[config.mk]
export PLATFORM = sky130hd
export DESIGN_NAME = vec_irq_ctrl
export DESIGN_NICKNAME = d
export VERILOG_FILES = /design/src/rtl/vic_pkg.sv /design/src/rtl/vic_reg_bank.sv /design/src/rtl/vic_pending.sv /design/src/rtl/vic_arbiter.sv /design/src/rtl/vic_level_tracker.sv /design/src/rtl/vec_irq_ctrl.sv
export SDC_FILE = /design/constraint.sdc
export NUM_CORES = 2
export LEC_CHECK = 0
export ABC_AREA = 1
export ABC_CLOCK_PERIOD_IN_PS = 21200
export BUFFER_PORTS_ARGS = -buffer_cell sky130_fd_sc_hd__clkbuf_2
export CAP_MARGIN = 20
export CORE_ASPECT_RATIO = 1.2
export CORE_MARGIN = 2
export CORE_UTILIZATION = 55
export DETAILED_ROUTE_END_ITERATION = 8
export GPL_TIMING_DRIVEN = 0
export PLACE_DENSITY = 0.72
export SLEW_MARGIN = 20
export SYNTH_ARGS = -nofsm -noshare
export SYNTH_HDL_FRONTEND = slang
export SYNTH_SLANG_ARGS = --single-unit
[constraint.sdc]
create_clock -name clk -period 21.2 [get_ports clk]
set_input_delay 4.24 -clock clk [delete_from_list [all_inputs] [get_ports clk]]
set_output_delay 4.24 -clock clk [all_outputs]
set_load 0.01 [all_outputs]
[src/rtl/vic_pkg.sv]
// Package: shared operation codes and source-select encodings for the
// vectored interrupt controller. Assumes a 3-bit operation field.
package vic_pkg;
    typedef enum logic [2:0] {
        OP_ENABLE  = 3'd0,
        OP_PRIO    = 3'd1,
        OP_SRCSEL  = 3'd2,
        OP_HANDLER = 3'd3,
        OP_SETPEND = 3'd4,
        OP_CLRPEND = 3'd5
    } vic_op_e;

    localparam logic [1:0] SRC_FIXED = 2'd0;
    localparam logic [1:0] SRC_DMA   = 2'd1;
    localparam logic [1:0] SRC_ROUTE = 2'd2;
    localparam logic [1:0] SRC_NONE  = 2'd3;
endpackage

[src/rtl/vic_reg_bank.sv]
// Per-vector configuration storage: enable, priority, source select and
// handler address. It also decodes one-cycle set/clear-pending strobes.
// Assumes NUM_LVL is a power of two; priorities reset to the lowest level.
module vic_reg_bank
    import vic_pkg::*;
#(
    parameter int NUM_VEC = 32,
    parameter int PRIO_W  = 3,
    parameter int ADDR_W  = 16,
    localparam int VEC_W  = $clog2(NUM_VEC)
) (
    input  logic                               clk,
    input  logic                               rst_n,
    input  logic                               wr_en,
    input  logic [2:0]                         wr_op,
    input  logic [VEC_W-1:0]                   wr_idx,
    input  logic [ADDR_W-1:0]                  wr_data,
    output logic [NUM_VEC-1:0]                 en_o,
    output logic [NUM_VEC-1:0][PRIO_W-1:0]     prio_o,
    output logic [NUM_VEC-1:0][1:0]            srcsel_o,
    output logic [NUM_VEC-1:0][ADDR_W-1:0]     haddr_o,
    output logic [NUM_VEC-1:0]                 set_o,
    output logic [NUM_VEC-1:0]                 clr_o
);
    for (genvar g = 0; g < NUM_VEC; g++) begin : g_vec
        logic hit;
        assign hit = wr_en && (wr_idx == VEC_W'(g));

        // Hold this vector's configuration fields, written when addressed.
        always_ff @(posedge clk) begin
            if (!rst_n) begin
                en_o[g]     <= 1'b0;
                prio_o[g]   <= '1;
                srcsel_o[g] <= SRC_FIXED;
                haddr_o[g]  <= '0;
            end else if (hit) begin
                if (wr_op == OP_ENABLE)  en_o[g]     <= wr_data[0];
                if (wr_op == OP_PRIO)    prio_o[g]   <= wr_data[PRIO_W-1:0];
                if (wr_op == OP_SRCSEL)  srcsel_o[g] <= wr_data[1:0];
                if (wr_op == OP_HANDLER) haddr_o[g]  <= wr_data;
            end
        end

        // Decode the software pending strobes for this vector.
        always_comb begin
            set_o[g] = hit && (wr_op == OP_SETPEND);
            clr_o[g] = hit && (wr_op == OP_CLRPEND);
        end
    end
endmodule

[src/rtl/vic_pending.sv]
// Pending-flag capture: for each vector it picks the selected request line,
// detects a rising edge on it and holds a pending flag until a clear.
// A set (edge or software) wins over a clear in the same cycle.
// Assumes the source select changes only while the request lines are low.
module vic_pending
    import vic_pkg::*;
#(
    parameter int NUM_VEC = 32
) (
    input  logic                    clk,
    input  logic                    rst_n,
    input  logic [NUM_VEC-1:0]      fixed_i,
    input  logic [NUM_VEC-1:0]      dma_i,
    input  logic [NUM_VEC-1:0]      route_i,
    input  logic [NUM_VEC-1:0][1:0] srcsel_i,
    input  logic [NUM_VEC-1:0]      sw_set_i,
    input  logic [NUM_VEC-1:0]      sw_clr_i,
    input  logic [NUM_VEC-1:0]      ack_clr_i,
    output logic [NUM_VEC-1:0]      pend_o
);
    for (genvar g = 0; g < NUM_VEC; g++) begin : g_vec
        logic line;
        logic line_q;
        logic rise;

        // Route the selected request source to this vector.
        always_comb begin
            case (srcsel_i[g])
                SRC_FIXED: line = fixed_i[g];
                SRC_DMA:   line = dma_i[g];
                SRC_ROUTE: line = route_i[g];
                default:   line = 1'b0;
            endcase
        end

        assign rise = line && !line_q;

        // Remember the previous level of the selected line.
        always_ff @(posedge clk) begin
            if (!rst_n) line_q <= 1'b0;
            else        line_q <= line;
        end

        // Set on edge or software request, clear on software or acknowledge.
        always_ff @(posedge clk) begin
            if (!rst_n)                         pend_o[g] <= 1'b0;
            else if (rise || sw_set_i[g])       pend_o[g] <= 1'b1;
            else if (sw_clr_i[g] || ack_clr_i[g]) pend_o[g] <= 1'b0;
        end
    end
endmodule

[src/rtl/vic_arbiter.sv]
// Combinational winner selection: among pending, enabled vectors whose
// priority is strictly below the ceiling, the smallest priority value wins,
// with ties going to the lowest index. Pure logic, no state.
module vic_arbiter #(
    parameter int NUM_VEC = 32,
    parameter int PRIO_W  = 3,
    localparam int VEC_W  = $clog2(NUM_VEC),
    localparam int LVL_W  = PRIO_W + 1
) (
    input  logic [NUM_VEC-1:0]             pend_i,
    input  logic [NUM_VEC-1:0]             en_i,
    input  logic [NUM_VEC-1:0][PRIO_W-1:0] prio_i,
    input  logic [LVL_W-1:0]               ceil_i,
    output logic                           found_o,
    output logic [VEC_W-1:0]               win_idx_o,
    output logic [PRIO_W-1:0]              win_prio_o
);
    // Scan upward; only a strictly better priority replaces the holder.
    always_comb begin
        found_o    = 1'b0;
        win_idx_o  = '0;
        win_prio_o = '1;
        for (int i = 0; i < NUM_VEC; i++) begin
            if (pend_i[i] && en_i[i] && (LVL_W'(prio_i[i]) < ceil_i)) begin
                if (!found_o || (prio_i[i] < win_prio_o)) begin
                    found_o    = 1'b1;
                    win_idx_o  = VEC_W'(i);
                    win_prio_o = prio_i[i];
                end
            end
        end
    end
endmodule

[src/rtl/vic_level_tracker.sv]
// In-service tracking: one bit per priority level. Acknowledge marks a
// level; return releases the best marked level. The current level is the
// best marked one, or NUM_LVL when none is marked.
module vic_level_tracker #(
    parameter int NUM_LVL = 8,
    localparam int PRIO_W = $clog2(NUM_LVL),
    localparam int LVL_W  = PRIO_W + 1
) (
    input  logic              clk,
    input  logic              rst_n,
    input  logic              push_i,
    input  logic [PRIO_W-1:0] push_lvl_i,
    input  logic              pop_i,
    output logic [LVL_W-1:0]  cur_lvl_o
);
    logic [NUM_LVL-1:0] svc_q;
    logic [NUM_LVL-1:0] pop_mask;
    logic [NUM_LVL-1:0] push_mask;

    // Isolate the best (lowest-numbered) in-service bit for release.
    always_comb begin
        pop_mask  = pop_i  ? (svc_q & (~svc_q + NUM_LVL'(1))) : '0;
        push_mask = push_i ? (NUM_LVL'(1) << push_lvl_i)      : '0;
    end

    // Update the in-service set.
    always_ff @(posedge clk) begin
        if (!rst_n) svc_q <= '0;
        else        svc_q <= (svc_q & ~pop_mask) | push_mask;
    end

    // Report the best in-service level.
    always_comb begin
        cur_lvl_o = LVL_W'(NUM_LVL);
        for (int l = NUM_LVL - 1; l >= 0; l--) begin
            if (svc_q[l]) cur_lvl_o = LVL_W'(l);
        end
    end
endmodule

[src/rtl/vec_irq_ctrl.sv]
// Top of the vectored priority interrupt controller. Configuration writes
// go to the register bank; the pending flags feed a combinational arbiter
// limited by the in-service level; the winner is registered toward the
// CPU. Assumes the CPU acknowledges only a presented request, leaves one
// idle cycle after it, and never acknowledges and returns in one cycle.
module vec_irq_ctrl #(
    parameter int NUM_VEC = 32,
    parameter int NUM_LVL = 8,
    parameter int ADDR_W  = 16,
    localparam int VEC_W  = $clog2(NUM_VEC),
    localparam int PRIO_W = $clog2(NUM_LVL),
    localparam int LVL_W  = PRIO_W + 1
) (
    input  logic               clk,
    input  logic               rst_n,
    input  logic               cfg_we,
    input  logic [2:0]         cfg_op,
    input  logic [VEC_W-1:0]   cfg_idx,
    input  logic [ADDR_W-1:0]  cfg_wdata,
    input  logic [NUM_VEC-1:0] req_fixed,
    input  logic [NUM_VEC-1:0] req_dma,
    input  logic [NUM_VEC-1:0] req_route,
    output logic               irq_req,
    output logic [VEC_W-1:0]   irq_vec,
    output logic [ADDR_W-1:0]  irq_addr,
    input  logic               irq_ack,
    input  logic               irq_ret,
    output logic [LVL_W-1:0]   svc_level
);
    logic [NUM_VEC-1:0]             en_q;
    logic [NUM_VEC-1:0][PRIO_W-1:0] prio_q;
    logic [NUM_VEC-1:0][1:0]        srcsel_q;
    logic [NUM_VEC-1:0][ADDR_W-1:0] haddr_q;
    logic [NUM_VEC-1:0]             sw_set;
    logic [NUM_VEC-1:0]             sw_clr;
    logic [NUM_VEC-1:0]             ack_clr;
    logic [NUM_VEC-1:0]             pend_q;
    logic                           found;
    logic [VEC_W-1:0]               win_idx;
    logic [PRIO_W-1:0]              win_prio;
    logic [PRIO_W-1:0]              win_prio_q;
    logic                           ack_fire;

    vic_reg_bank #(.NUM_VEC(NUM_VEC), .PRIO_W(PRIO_W), .ADDR_W(ADDR_W)) u_regs (
        .clk      (clk),
        .rst_n    (rst_n),
        .wr_en    (cfg_we),
        .wr_op    (cfg_op),
        .wr_idx   (cfg_idx),
        .wr_data  (cfg_wdata),
        .en_o     (en_q),
        .prio_o   (prio_q),
        .srcsel_o (srcsel_q),
        .haddr_o  (haddr_q),
        .set_o    (sw_set),
        .clr_o    (sw_clr)
    );

    // Acknowledge clears the vector that is being presented.
    always_comb begin
        ack_fire = irq_ack && irq_req;
        ack_clr  = '0;
        if (ack_fire) ack_clr[irq_vec] = 1'b1;
    end

    vic_pending #(.NUM_VEC(NUM_VEC)) u_pend (
        .clk       (clk),
        .rst_n     (rst_n),
        .fixed_i   (req_fixed),
        .dma_i     (req_dma),
        .route_i   (req_route),
        .srcsel_i  (srcsel_q),
        .sw_set_i  (sw_set),
        .sw_clr_i  (sw_clr),
        .ack_clr_i (ack_clr),
        .pend_o    (pend_q)
    );

    vic_arbiter #(.NUM_VEC(NUM_VEC), .PRIO_W(PRIO_W)) u_arb (
        .pend_i     (pend_q),
        .en_i       (en_q),
        .prio_i     (prio_q),
        .ceil_i     (svc_level),
        .found_o    (found),
        .win_idx_o  (win_idx),
        .win_prio_o (win_prio)
    );

    vic_level_tracker #(.NUM_LVL(NUM_LVL)) u_lvl (
        .clk        (clk),
        .rst_n      (rst_n),
        .push_i     (ack_fire),
        .push_lvl_i (win_prio_q),
        .pop_i      (irq_ret),
        .cur_lvl_o  (svc_level)
    );

    // Register the winner toward the CPU.
    always_ff @(posedge clk) begin
        if (!rst_n) begin
            irq_req    <= 1'b0;
            irq_vec    <= '0;
            irq_addr   <= '0;
            win_prio_q <= '1;
        end else begin
            irq_req    <= found;
            irq_vec    <= win_idx;
            irq_addr   <= haddr_q[win_idx];
            win_prio_q <= win_prio;
        end
    end
endmodule

==> results.md <==
* Hold depth at 2
* Fin nets at 6651
* Root Buffer Master: clkbuf_16
* Per-cell routed wire length at 22.3 um
* Hold WC Path Type: reg -> reg
* Post-Synthesis Cells at 6201
* Fin cells at 7477
* Share of layout cells above drive strength 1 at 9.46%
* Reg clk slew, reported paths at 0.06 ns
* Full die area at 76500 um2
* Area share of the largest cell type after synthesis at 39.3%
* DRC errors left at 0
* Final WS setup at 2.20 ns
* Multi-input logic area at 20700 um2
* Pwr Density at 70.8 nW/um2
* Hpwl dp at 124000 um
* Final global-route overflow total at 0
* Post-DRT Antenna Nets at 0
* Mapped Area at 40900 um2
* Starting Density at 55.5%
* GR Util All Layers at 42.0%
* Setup Skew at 0.0350 ns
* Part of the cycle the worst path needs at 89.6%
* Filler cells at 7028
* Seq cells post-synth at 801
* R2r worst-path depth at 215
* PortBufs at 146
* Largest area contributor in the netlist: dfxtp_1
* Critical path fanouts, max at 24
* WHS at 0.453 ns
* Worst-skew pair later-pin latency at 0.68 ns
* Post-CTS Hold Buffers at 0
* Count of pins over their slew limit at 0
* Avg Inst Size Synth at 6.59 um2
* WL final at 167000 um
* DR vias at 44188
* Initial antenna violation count at 13
* Critical path's most frequent cell: nand2_1
* Syn nets at 6394
* Startpoint Class: flip-flop
* Number of global-route vias before repair at 39608
* Area Growth Syn to Fin at 14.7%
* Ports at 151
* Die Ht at 303 um
* Crit path arrival time at 19.58 ns
* CP endpoint kind: flip-flop
* Crit Path Class: reg -> reg
* Largest stage delay, worst path at 0.69 ns
* Register area at 16000 um2
* DR iter-0 viols at 5178
* Status: finished, final reports clean
* Final Hold Viols at 0
* CTS tree: done
* Reg2Reg Capture Point: irq_addr[12]
* Num rows at 109
* TritonRoute pass-1 iters at 7
* CTS buffer count at 84
* H-tree depth at 3
* Most frequent cells in the layout: nand2_1, nand3_1, dfxtp_1, nor2_1, o21ai_0
* Die width at 253 um
* Fin crit period at 19.00 ns
* Maximum number of pins on one net before global-route repair at 28
* Yosys warns at 0
* Vias per std cell at 5.91
* Final-report setup violation count at 0
* Yosys cell types at 43
* P_leak at 0.0205 uW
* F_max at 52.6 MHz
* Core area at 73600 um2
* Worst-Margin Slew at 1.24 ns
* RR Startpoint: u_lvl.svc_q[4]
* CTS sink count at 801
* Top cells by area, synth: dfxtp_1, nand3_1, nand2_1
* Slew margin rel. at 17.3%
* Pre-CTS setup slack at 1.14 ns
* First-pass GRT wire length at 240000 um
* Seq/Total Area, Yosys at 39.3%
* Routability Congestion at 1.06
* Most common cell after layout, fill and taps aside: nand2_1
* Slowest CP cell: nor3_1
* Clk buf depth at 3
* Peak VDD IR at 90.3 uV
* Worst Hold End: u_regs.haddr_o[84]
* Overall power at 3320 uW
* Final setup TNS at 0 ns
* Hold Crit Start: u_regs.haddr_o[84]
* Worst EP required at 21.79 ns
* Worst reg-to-reg setup slack at 2.20 ns
* Max Cap Violations at 0
* Cells after DPL at 7296
-- through the flow --
step / cell area (um2) / util (%)
detailed placement: 42900 / 58.2
global placement: 42800 / 58.1
global route: 46800 / 63.6
finish: 46800 / 63.6
CTS: 45800 / 62.2
floorplan: 40900 / -
-- layer usage --
metal	part of all wire, %	global-route usage, %	vias up
met2	44	67.0	2544
li1	-	-	20749
met4	8.3	30.8	4
met3	11	8.48	700
met1	37	50.4	20191
met5	0.014	0	-
-- critical path, delay by kind of cell (launching register included) --
family / cells / cell delay, ns
buffers and inverters: 13 / 1.25
flip-flops: 1 / 0.34
AO/OA/AOI/OAI: 3 / 0.42
adder cells (fa/ha/maj): 2 / 0.57
AND/OR/NAND/NOR: 197 / 16.24
-- report_power, final --
group          leakage (uW)  total [uW]  internal, uW  switching [uW]
clock network       0.00145        1610           943             664
registers           0.00647        1520          1520            5.55
logic                0.0125         188          43.3             145
total                0.0205        3320          2500             814
-- logic make-up (layout without fill, tap and decap cells) --
logic type               Yosys count  in the layout  share of synthesized area, %
AO/OA/AOI/OAI                   1433           1433                          18.4
buffers and inverters           1158           1482                          11.2
adder cells (fa/ha/maj)           68             68                          2.08
other                              0              9                             0
flip-flops                       801            801                          39.3
AND/OR/NAND/NOR                 2741           2741                          29.0
-- synthesized netlist by cell type, drive strengths merged --
master / number
buf: 123
a21oi: 569
o21a: 13
nand2: 1071
o31ai: 18
o22ai: 32
a31oi: 11
o2111a: 1
a21boi: 1
o211ai: 22
o2111ai: 1
nor3: 28
inv: 719
o211a: 8
or2: 1
o31a: 15
clkbuf: 288
nand3b: 31
a21o: 1
clkinv: 28
o21ai: 733
nand4: 5
ha: 68
nor4: 1
o21bai: 6
nor2: 736
a22oi: 1
dfxtp: 801
a21bo: 1
nand3: 868
-- final cells by class --
type | instances | area share, %
tap | 943 | 2.52
clock inverter | 30 | 0.898
antenna | 9 | 0.0481
clock buffer | 123 | 5.36
inverter | 747 | 6.01
sequential | 801 | 34.2
buffer | 411 | 4.57
timing repair buffer | 171 | 2.23
multi-input combinational | 4242 | 44.1
-- state kept, by name, indices dropped and copies added (netlist names) --
| name | count |
|---|---|
| u_regs.srcsel_o | 64 |
| u_pend.g_vec.line_q | 32 |
| u_regs.prio_o | 96 |
| irq_addr | 16 |
| irq_vec | 5 |
| u_regs.en_o | 32 |
| irq_req | 1 |
| u_regs.haddr_o | 512 |
| u_lvl.svc_q | 8 |
| win_prio_q | 3 |
| u_pend.pend_o | 32 |
-- how the worst max path moves through the flow --
stage,start,end,cells past startpoint
after global routing,u_lvl.svc_q[4],irq_addr[13],232
after floorplan,u_lvl.svc_q[3],irq_addr[11],231
after detailed placement,u_lvl.svc_q[0],irq_addr[6],228
after CTS,u_lvl.svc_q[0],irq_addr[6],228
after global placement,u_lvl.svc_q[5],irq_addr[6],234
final,u_lvl.svc_q[4],irq_addr[12],215
-- what timing repair did --
item	in CTS	in global routing
gates resized for setup	0	267
buffers inserted	0	14
endpoints found under the setup margin	0	24
Power figures use the tool's default switching activity.
